`src/rtl/tdt_pkg.sv`:
```
package tdt_pkg;
  localparam int unsigned OFS_CTRL   = 32'h0;
  localparam int unsigned OFS_RELOAD = 32'h4;
  localparam int unsigned OFS_CUR    = 32'h8;
  localparam int unsigned OFS_CAL    = 32'hC;

  localparam int unsigned BIT_EN   = 0;
  localparam int unsigned BIT_IE   = 1;
  localparam int unsigned BIT_SRC  = 2;
  localparam int unsigned BIT_FLAG = 16;

  typedef enum logic [2:0] {
    SEL_NONE,
    SEL_CTRL,
    SEL_RELOAD,
    SEL_CUR,
    SEL_CAL
  } reg_sel_e;
endpackage

```
`src/rtl/tdt_regbus.sv`:
```
module tdt_regbus
  import tdt_pkg::*;
#(
  parameter int unsigned ADDR_W = 8
) (
  input  logic [ADDR_W-1:0] addr,
  input  logic              rd,
  input  logic              wr,
  input  logic              priv,
  input  logic              full,
  output reg_sel_e          sel,
  output logic              rd_ok,
  output logic              wr_ok,
  output logic              err
);
  logic legal;

  always_comb begin
    unique case (addr)
      ADDR_W'(OFS_CTRL):   sel = SEL_CTRL;
      ADDR_W'(OFS_RELOAD): sel = SEL_RELOAD;
      ADDR_W'(OFS_CUR):    sel = SEL_CUR;
      ADDR_W'(OFS_CAL):    sel = SEL_CAL;
      default:             sel = SEL_NONE;
    endcase
  end

  assign legal = priv && full && (sel != SEL_NONE);
  assign rd_ok = rd && legal;
  assign wr_ok = wr && legal;
  assign err   = (rd || wr) && !legal;
endmodule

```
`src/rtl/tdt_counter.sv`:
```
module tdt_counter #(
  parameter int unsigned CNT_W = 24
) (
  input  logic             clk,
  input  logic             rst_n,
  input  logic             tick,
  input  logic             clear,
  input  logic [CNT_W-1:0] reload,
  output logic [CNT_W-1:0] count,
  output logic             expire
);
  localparam logic [CNT_W-1:0] ONE = CNT_W'(1);

  always_ff @(posedge clk) begin
    if (!rst_n) begin
      count <= '0;
    end else if (clear) begin
      count <= '0;
    end else if (tick) begin
      if (count != '0) count <= count - ONE;
      else             count <= reload;
    end
  end

  assign expire = tick && !clear && (count == ONE);

  // a tick steps a nonzero counter down by one
  p_step_down_r5: assert property (@(posedge clk) disable iff (!rst_n)
    (tick && !clear && count != '0) |=> (count == $past(count) - ONE));
  // without tick or clear the counter holds
  p_hold_r5: assert property (@(posedge clk) disable iff (!rst_n)
    (!tick && !clear) |=> $stable(count));
  // a counter write leaves zero
  p_clear_zero_r8: assert property (@(posedge clk) disable iff (!rst_n)
    clear |=> (count == '0));
endmodule

```
`src/rtl/tick_down_timer.sv`:
```
module tick_down_timer
  import tdt_pkg::*;
#(
  parameter int unsigned ADDR_W = 8,
  parameter int unsigned DATA_W = 32,
  parameter int unsigned CNT_W  = 24
) (
  input  logic              clk,
  input  logic              rst_n,
  input  logic              cpu_clk_en,
  input  logic              ref_tick_en,
  input  logic [ADDR_W-1:0] bus_addr,
  input  logic [DATA_W-1:0] bus_wdata,
  input  logic              bus_wr,
  input  logic              bus_rd,
  input  logic              bus_priv,
  input  logic              bus_full,
  output logic [DATA_W-1:0] bus_rdata,
  output logic              bus_err,
  output logic              irq_pulse
);
  reg_sel_e         sel;
  logic             rd_ok, wr_ok;
  logic             en_q, ie_q, src_q, flag_q, run_q;
  logic [CNT_W-1:0] reload_q;
  logic [CNT_W-1:0] count;
  logic             expire, tick;
  logic             ctrl_wr, rel_wr, cur_wr, ctrl_rd;
  logic             run_nxt;
  logic [DATA_W-1:0] status_word;

  tdt_regbus #(.ADDR_W(ADDR_W)) u_bus (
    .addr (bus_addr),
    .rd   (bus_rd),
    .wr   (bus_wr),
    .priv (bus_priv),
    .full (bus_full),
    .sel  (sel),
    .rd_ok(rd_ok),
    .wr_ok(wr_ok),
    .err  (bus_err)
  );

  assign ctrl_wr = wr_ok && (sel == SEL_CTRL);
  assign rel_wr  = wr_ok && (sel == SEL_RELOAD);
  assign cur_wr  = wr_ok && (sel == SEL_CUR);
  assign ctrl_rd = rd_ok && (sel == SEL_CTRL);

  assign tick = run_q && (src_q ? cpu_clk_en : ref_tick_en);

  tdt_counter #(.CNT_W(CNT_W)) u_cnt (
    .clk   (clk),
    .rst_n (rst_n),
    .tick  (tick),
    .clear (cur_wr),
    .reload(reload_q),
    .count (count),
    .expire(expire)
  );

  always_comb begin
    run_nxt = run_q;
    if (expire && reload_q == '0) run_nxt = 1'b0;
    if (cur_wr && reload_q == '0) run_nxt = 1'b0;
    if (ctrl_wr) begin
      if (!bus_wdata[BIT_EN])   run_nxt = 1'b0;
      else if (!en_q)           run_nxt = 1'b1;
    end
  end

  always_ff @(posedge clk) begin
    if (!rst_n) begin
      en_q      <= 1'b0;
      ie_q      <= 1'b0;
      src_q     <= 1'b0;
      flag_q    <= 1'b0;
      run_q     <= 1'b0;
      reload_q  <= '0;
      irq_pulse <= 1'b0;
    end else begin
      run_q     <= run_nxt;
      irq_pulse <= expire && ie_q;
      if (ctrl_wr) begin
        en_q  <= bus_wdata[BIT_EN];
        ie_q  <= bus_wdata[BIT_IE];
        src_q <= bus_wdata[BIT_SRC];
      end
      if (rel_wr) reload_q <= bus_wdata[CNT_W-1:0];
      if (expire)                  flag_q <= 1'b1;
      else if (ctrl_rd || cur_wr)  flag_q <= 1'b0;
    end
  end

  always_comb begin
    status_word           = '0;
    status_word[BIT_EN]   = en_q;
    status_word[BIT_IE]   = ie_q;
    status_word[BIT_SRC]  = src_q;
    status_word[BIT_FLAG] = flag_q;
  end

  always_comb begin
    bus_rdata = '0;
    if (rd_ok) begin
      unique case (sel)
        SEL_CTRL:   bus_rdata = status_word;
        SEL_RELOAD: bus_rdata = DATA_W'(reload_q);
        SEL_CUR:    bus_rdata = DATA_W'(count);
        default:    bus_rdata = '0;
      endcase
    end
  end

  // interrupt lasts one cycle
  p_irq_single_r6: assert property (@(posedge clk) disable iff (!rst_n)
    irq_pulse |=> !irq_pulse);
  // interrupt only alongside a set flag
  p_irq_with_flag_r6: assert property (@(posedge clk) disable iff (!rst_n)
    irq_pulse |-> flag_q);
  // rejected write leaves reload untouched
  p_badwr_keeps_reload_r2: assert property (@(posedge clk) disable iff (!rst_n)
    (bus_wr && bus_err) |=> $stable(reload_q));
  // status read without expiry clears the flag
  p_read_clears_r7: assert property (@(posedge clk) disable iff (!rst_n)
    (ctrl_rd && !expire) |=> !flag_q);
  // expiry with zero reload stops counting, enable kept
  p_zero_reload_stop_r9: assert property (@(posedge clk) disable iff (!rst_n)
    (expire && reload_q == '0 && !ctrl_wr) |=> (!run_q && en_q));
endmodule

```
`config.mk`:
```
export PLATFORM = sky130hd
export DESIGN_NAME = tick_down_timer
export DESIGN_NICKNAME = d
export VERILOG_FILES = /design/src/rtl/tdt_pkg.sv /design/src/rtl/tdt_regbus.sv /design/src/rtl/tdt_counter.sv /design/src/rtl/tick_down_timer.sv
export SDC_FILE = /design/constraint.sdc
export NUM_CORES = 1
export LEC_CHECK = 0
export ABC_CLOCK_PERIOD_IN_PS = 5400
export BUFFER_PORTS_ARGS = -buffer_cell sky130_fd_sc_hd__buf_2
export CAP_MARGIN = 10
export CORE_UTILIZATION = 45
export CTS_CLUSTER_DIAMETER = 40
export DETAILED_ROUTE_END_ITERATION = 10
export GPL_ROUTABILITY_DRIVEN = 0
export PLACE_DENSITY = 0.78
export SLEW_MARGIN = 20
export SYNTH_ARGS = -nofsm -noshare
export SYNTH_HDL_FRONTEND = slang
export SYNTH_SLANG_ARGS = --single-unit
```
`constraint.sdc`:
```
create_clock -name clk -period 5.4 [get_ports clk]
set_clock_uncertainty 0.05 [all_clocks]
set_input_delay 0.54 -clock clk [delete_from_list [all_inputs] [get_ports clk]]
set_output_delay 0.54 -clock clk [all_outputs]
set_load 0.01 [all_outputs]
```
# After elaboration in Yosys (flattened, before gate mapping)
# Index checks and enable logic that the tools add are counted.
[totals]
output_inout_bits = 34
input_bits = 48
regBits = 54
elab_cells = 54
[classes]
bitwise = 1
n_eq_ne = 7
muxes = 12
n_reduce_logical = 25
add_sub_neg = 1
[op_table]
columns = ["operator", "n"]
rows = [
  ["$pmux W24 S3", 1],
  ["$mux W24", 2],
  ["$eq A24 B1 Y1 const B", 1],
  ["$logic_not A24 Y1", 1],
  ["$reduce_bool A24 Y1", 1],
  ["$sub A24 B1 Y24 const B", 1],
  ["$eq A8 B4 Y1 const B", 2],
  ["$logic_and A1 B1 Y1", 15],
  ["$pmux W3 S4", 1],
  ["$eq A8 B3 Y1 const B", 1],
  ["$logic_not A8 Y1", 1],
  ["$mux W1", 8],
  ["$eq A3 B2 Y1 const B", 2],
  ["$eq A3 B1 Y1 const B", 1],
  ["$reduce_bool A3 Y1", 1],
  ["$logic_not A1 Y1", 2],
  ["$logic_or A1 B1 Y1", 2],
  ["$reduce_bool A2 Y1", 1],
  ["$reduce_or A2 Y1", 1],
  ["$not A1 Y1", 1],
]

# Depth between registers and ports, before layout
[depth]
word_depth = 15
ltp_mapped = 11
ltp_nobuf = 7

# Hierarchy
# From an unflattened synthesis, not the netlist that was laid out.
[unflattened]
cells_unflattened = 432
hier_area_um2 = 3424.5
[modules_own_cells]
columns = ["module", "cells_per_inst", "seq_area_each_um2", "area_per_inst_um2", "n_inst"]
rows = [
  ["tick_down_timer", 215, 600.6, 1717.9, 1],
  ["tdt_counter", 204, 480.5, 1625.3, 1],
  ["tdt_regbus", 13, 0.0, 81.3, 1],
]

# Worst setup path before layout
# Ideal clock, no wire load.
[synth_timing]
path_type = "input -> output"
from = "in bus_addr[5]"
to = "out bus_rdata[10]"
required_time_ns = 4.810
cell_stages = 6
arrival_ns = 2.068
slack_ns = 2.742
path_buffers = 2
cell_sequence = "nor4_1 and3_1 clkbuf_1 clkbuf_1 a22oi_1 nor2_1"
[synth_via]
elab_chain_len = 6
[synth_rtl]
columns = ["element", "line", "text"]
rows = [
  ["start, declared", "tick_down_timer.sv:12", "input logic [ADDR_W-1:0] bus_addr,"],
  ["$eq A8 B4 Y1 (tied with other cells)", "tdt_regbus.sv:19", "unique case (addr)"],
  ["$pmux W3 S4 (*)", "tdt_regbus.sv:19", ""],
  ["branches (longest 3 deep; another with $pmux W24 S3)", "-", ""],
  ["$mux W24 (*)", "tick_down_timer.sv:104", "if (rd_ok) begin"],
  ["end, declared", "tick_down_timer.sv:18", "output logic [DATA_W-1:0] bus_rdata,"],
]
# Every way passes the cells marked *.

# Worst setup path in the final report
[layout_timing]
from = "in bus_addr[5]"
to = "out bus_rdata[0]"
# The elaborated chain is that of the path after synthesis.

==> impl_results.md <==
- Status: completed
- Critical path cell sequence: buf_2 -> nor4_1 -> and3_1 -> a222oi_1 -> nor2_1 -> buf_2
- Worst-path clk slew: 0.10 ns
- Buf+Inv Stages, Crit Path: 2
- Critical path required time: 4.81 ns
- Die X: 86.9 um
- Global route overflow: 0
- Tightest Hold Check Type: in2reg
- DR DRC count: 0
- FMAX: 297 MHz
- Initial antenna violation count: 0
- GRT Util Overall: 25.4%
- CTS tree: done
- Number of synthesized flops with an enable pin: 0
- Final worst slack: 2.03 ns
- Fillers: 657
- Vias in the first global route: 3206
- Post-detailed-route count of antenna-violating nets: 0
- Synth Warn #: 0
- Cells after Synth: 414
- Family with the most delay on the worst path: simple AND/OR/NAND/NOR gates
- Final worst path period need: 3.37 ns
- Max Transition Viols Final: 0
- Crit path max-delay cell type: and3_1
- First-pass GRT wire length: 15300 um
- Mapped Area: 3240 um^2
- Most used cell along the critical path: buf_2
- Crit-path max FO: 24
- CTS H-tree lvls: 2
- Tcrit/Tclk final: 62.4%
- Hold Buf Count CTS: 0
- Mean area per synthesized cell: 7.84 um^2
- Clock sink count: 54
- Most frequent cell after synthesis: nor2_1
- Seq/Total Area, Yosys: 33.3%
- Yosys top cell area share: 33.3%
- Power Dens Cells: 207 nW/um^2
- Largest vdd supply drop: 0.000186 V
- PortBufs: 65
- Setup TNS: 0 ns
- Levels on crit path: 6
- Area Growth Syn to Fin: 13.9%
- Io pins: 82
- DP Wirelength: 6550 um
- Yosys reg bits: 54
- Commonest cells in the netlist: nor2_1, dfxtp_1, clkbuf_1, mux2i_1, nand2_1
- Post-synth top flop: dfxtp_1
- Critical path startpoint: bus_addr[5]
- Worst Path Arrival: 2.78 ns
- Max-cap viol count: 0
- Worst skew pair latency: 0.31 ns
- Pre-CTS WS: 2.09 ns
- Largest area contributor in the netlist: dfxtp_1
- Drt wl/cell: 16.9 um
- CP max stage delay: 0.93 ns
- Root Driver: clkbuf_8
- Worst setup path endpoint: bus_rdata[0]
- Slew HR: 27.6%
- RSZ-0062 raised after global routing: false
- Final setup fails: 0
- Die outline height: 86.9 um
- First-pass detailed-route iteration total: 5
- Critical path type: in2out
- Reg2Reg Launch Point: u_cnt.count[18]
- Largest net degree at the start of global routing: 35
- Hold Fails Final Rpt: 0
- Leak pwr: 1.62 nW
- Least-Margin Pin Slew: 1.08 ns
- Setup repair bufs after CTS: 0
- CTS buffer count: 5
- Share of layout cells above drive strength 1: 19.2%
- Top cells by area, synth: dfxtp_1, mux2i_1, nor2_1, a22oi_1, nor4_1
- Flop2flop setup slack: 2.47 ns
- Rows: 30
- Number of distinct library cells after synthesis: 57
- Vias/cell: 6.27
- Synth async-reset ratio: 0%
- Nature of the critical path startpoint: input pin
- Layout net count: 508
- Power consumption: 0.000767 W
- Initial Utilization: 47.2%
- DRT iter0 DRCs: 393
- RR Endpoint: u_cnt.count[4]
- Core ar.: 6870 um^2
- FF-to-FF path depth: 5
- Antenna diode count: 0
- Drt total wl: 9370 um
- Total die area: 7550 um^2
- Longest Clk Path Bufs: 2
- CTS resizes: 0
- DR vias: 3473
- Crit path capture type: output pin
[flip-flops by register name, summed over array words and instances, names as in the netlist]
signal,count
en_q,1
flag_q,1
ie_q,1
irq_pulse,1
reload_q,24
run_q,1
src_q,1
u_cnt.count,24
[per-stage QoR]
stage          hold slack, ns  cell area [um^2]  std cells  util (%)
6_report                0.402              3690        554      53.8
5_1_grt                 0.421              3690        554      53.8
4_1_cts                 0.405              3690        554      53.8
3_5_place_dp            0.421              3550        546      51.7
3_3_place_gp            0.417              3550        546      51.7
2_1_floorplan           0.400              3270        421         -
[report_power, final]
group	internal (W)	switching, W	total, W	leakage [nW]
Combinational	0.0000131	0.0000183	0.0000315	1.11
Sequential	0.000398	0.0000000370	0.000398	0.435
Clock	0.000198	0.000139	0.000337	0.0714
Total	0.000609	0.000158	0.000767	1.62
[how the worst min path moves through the flow]
| stage | cells after the start | to | startpoint |
|---|---|---|---|
| after floorplan | 2 | flag_q | flag_q |
| final | 3 | reload_q[7] | bus_wdata[7] |
| after CTS | 3 | reload_q[7] | bus_wdata[7] |
| after global routing | 3 | reload_q[6] | bus_wdata[6] |
| after detailed placement | 2 | flag_q | flag_q |
| after global placement | 2 | flag_q | flag_q |
[metal layers]
metal  GRT usage (%)  part of all wire [%]  vias to the layer above
met1            33.2                    40                     1618
met2            42.6                    47                      209
met3            4.36                    11                       22
met4            8.03                   2.2                        0
met5               0                     0                        -
li1                -                     -                     1624
[area by class of cell]
class	instances	area (um^2)	area share (%)
clock buffer	6	82.6	2.24
inverter	6	22.5	0.610
clock inverter	2	60.1	1.63
multi-input combinational	322	1980	53.6
sequential	54	1080	29.3
timing repair buffer	68	348	9.41
tap	96	120	3.25
[tightest hold or removal path, delay by kind of cell]
kind | cells | cell delay [ns]
buffers and inverters | 1 | 0.07
multiplexers | 1 | 0.05
AND/OR/NAND/NOR | 1 | 0.07
[logic make-up after synthesis]
family / synth area share (%)
other cells: 0.116
mux: 9.33
flops: 33.3
fa+ha+maj: 1.16
buf+inv: 6.44
compound gates: 21.5
simple gates: 28.1
[cells in the final DEF (no fill, tap or decap), types with 3 or more instances in the layout]
cell type,instances
dfxtp_1,54
nor4_1,17
and3_1,5
nor3_1,10
or4_1,5
and2_1,5
a222oi_1,4
a2bb2oi_1,3
o31ai_1,4
ha_1,3
nand4_1,9
a22oi_1,25
o21ai_0,13
buf_2,65
or3_2,3
clkbuf_8,6
inv_1,5
nor2_1,66
nand3_1,17
a21oi_1,14
nor2b_1,5
buf_4,3
nand2_1,27
a31oi_1,10
conb_1,8
mux2i_1,28
No activity file was read; power rests on OpenSTA's default activity.
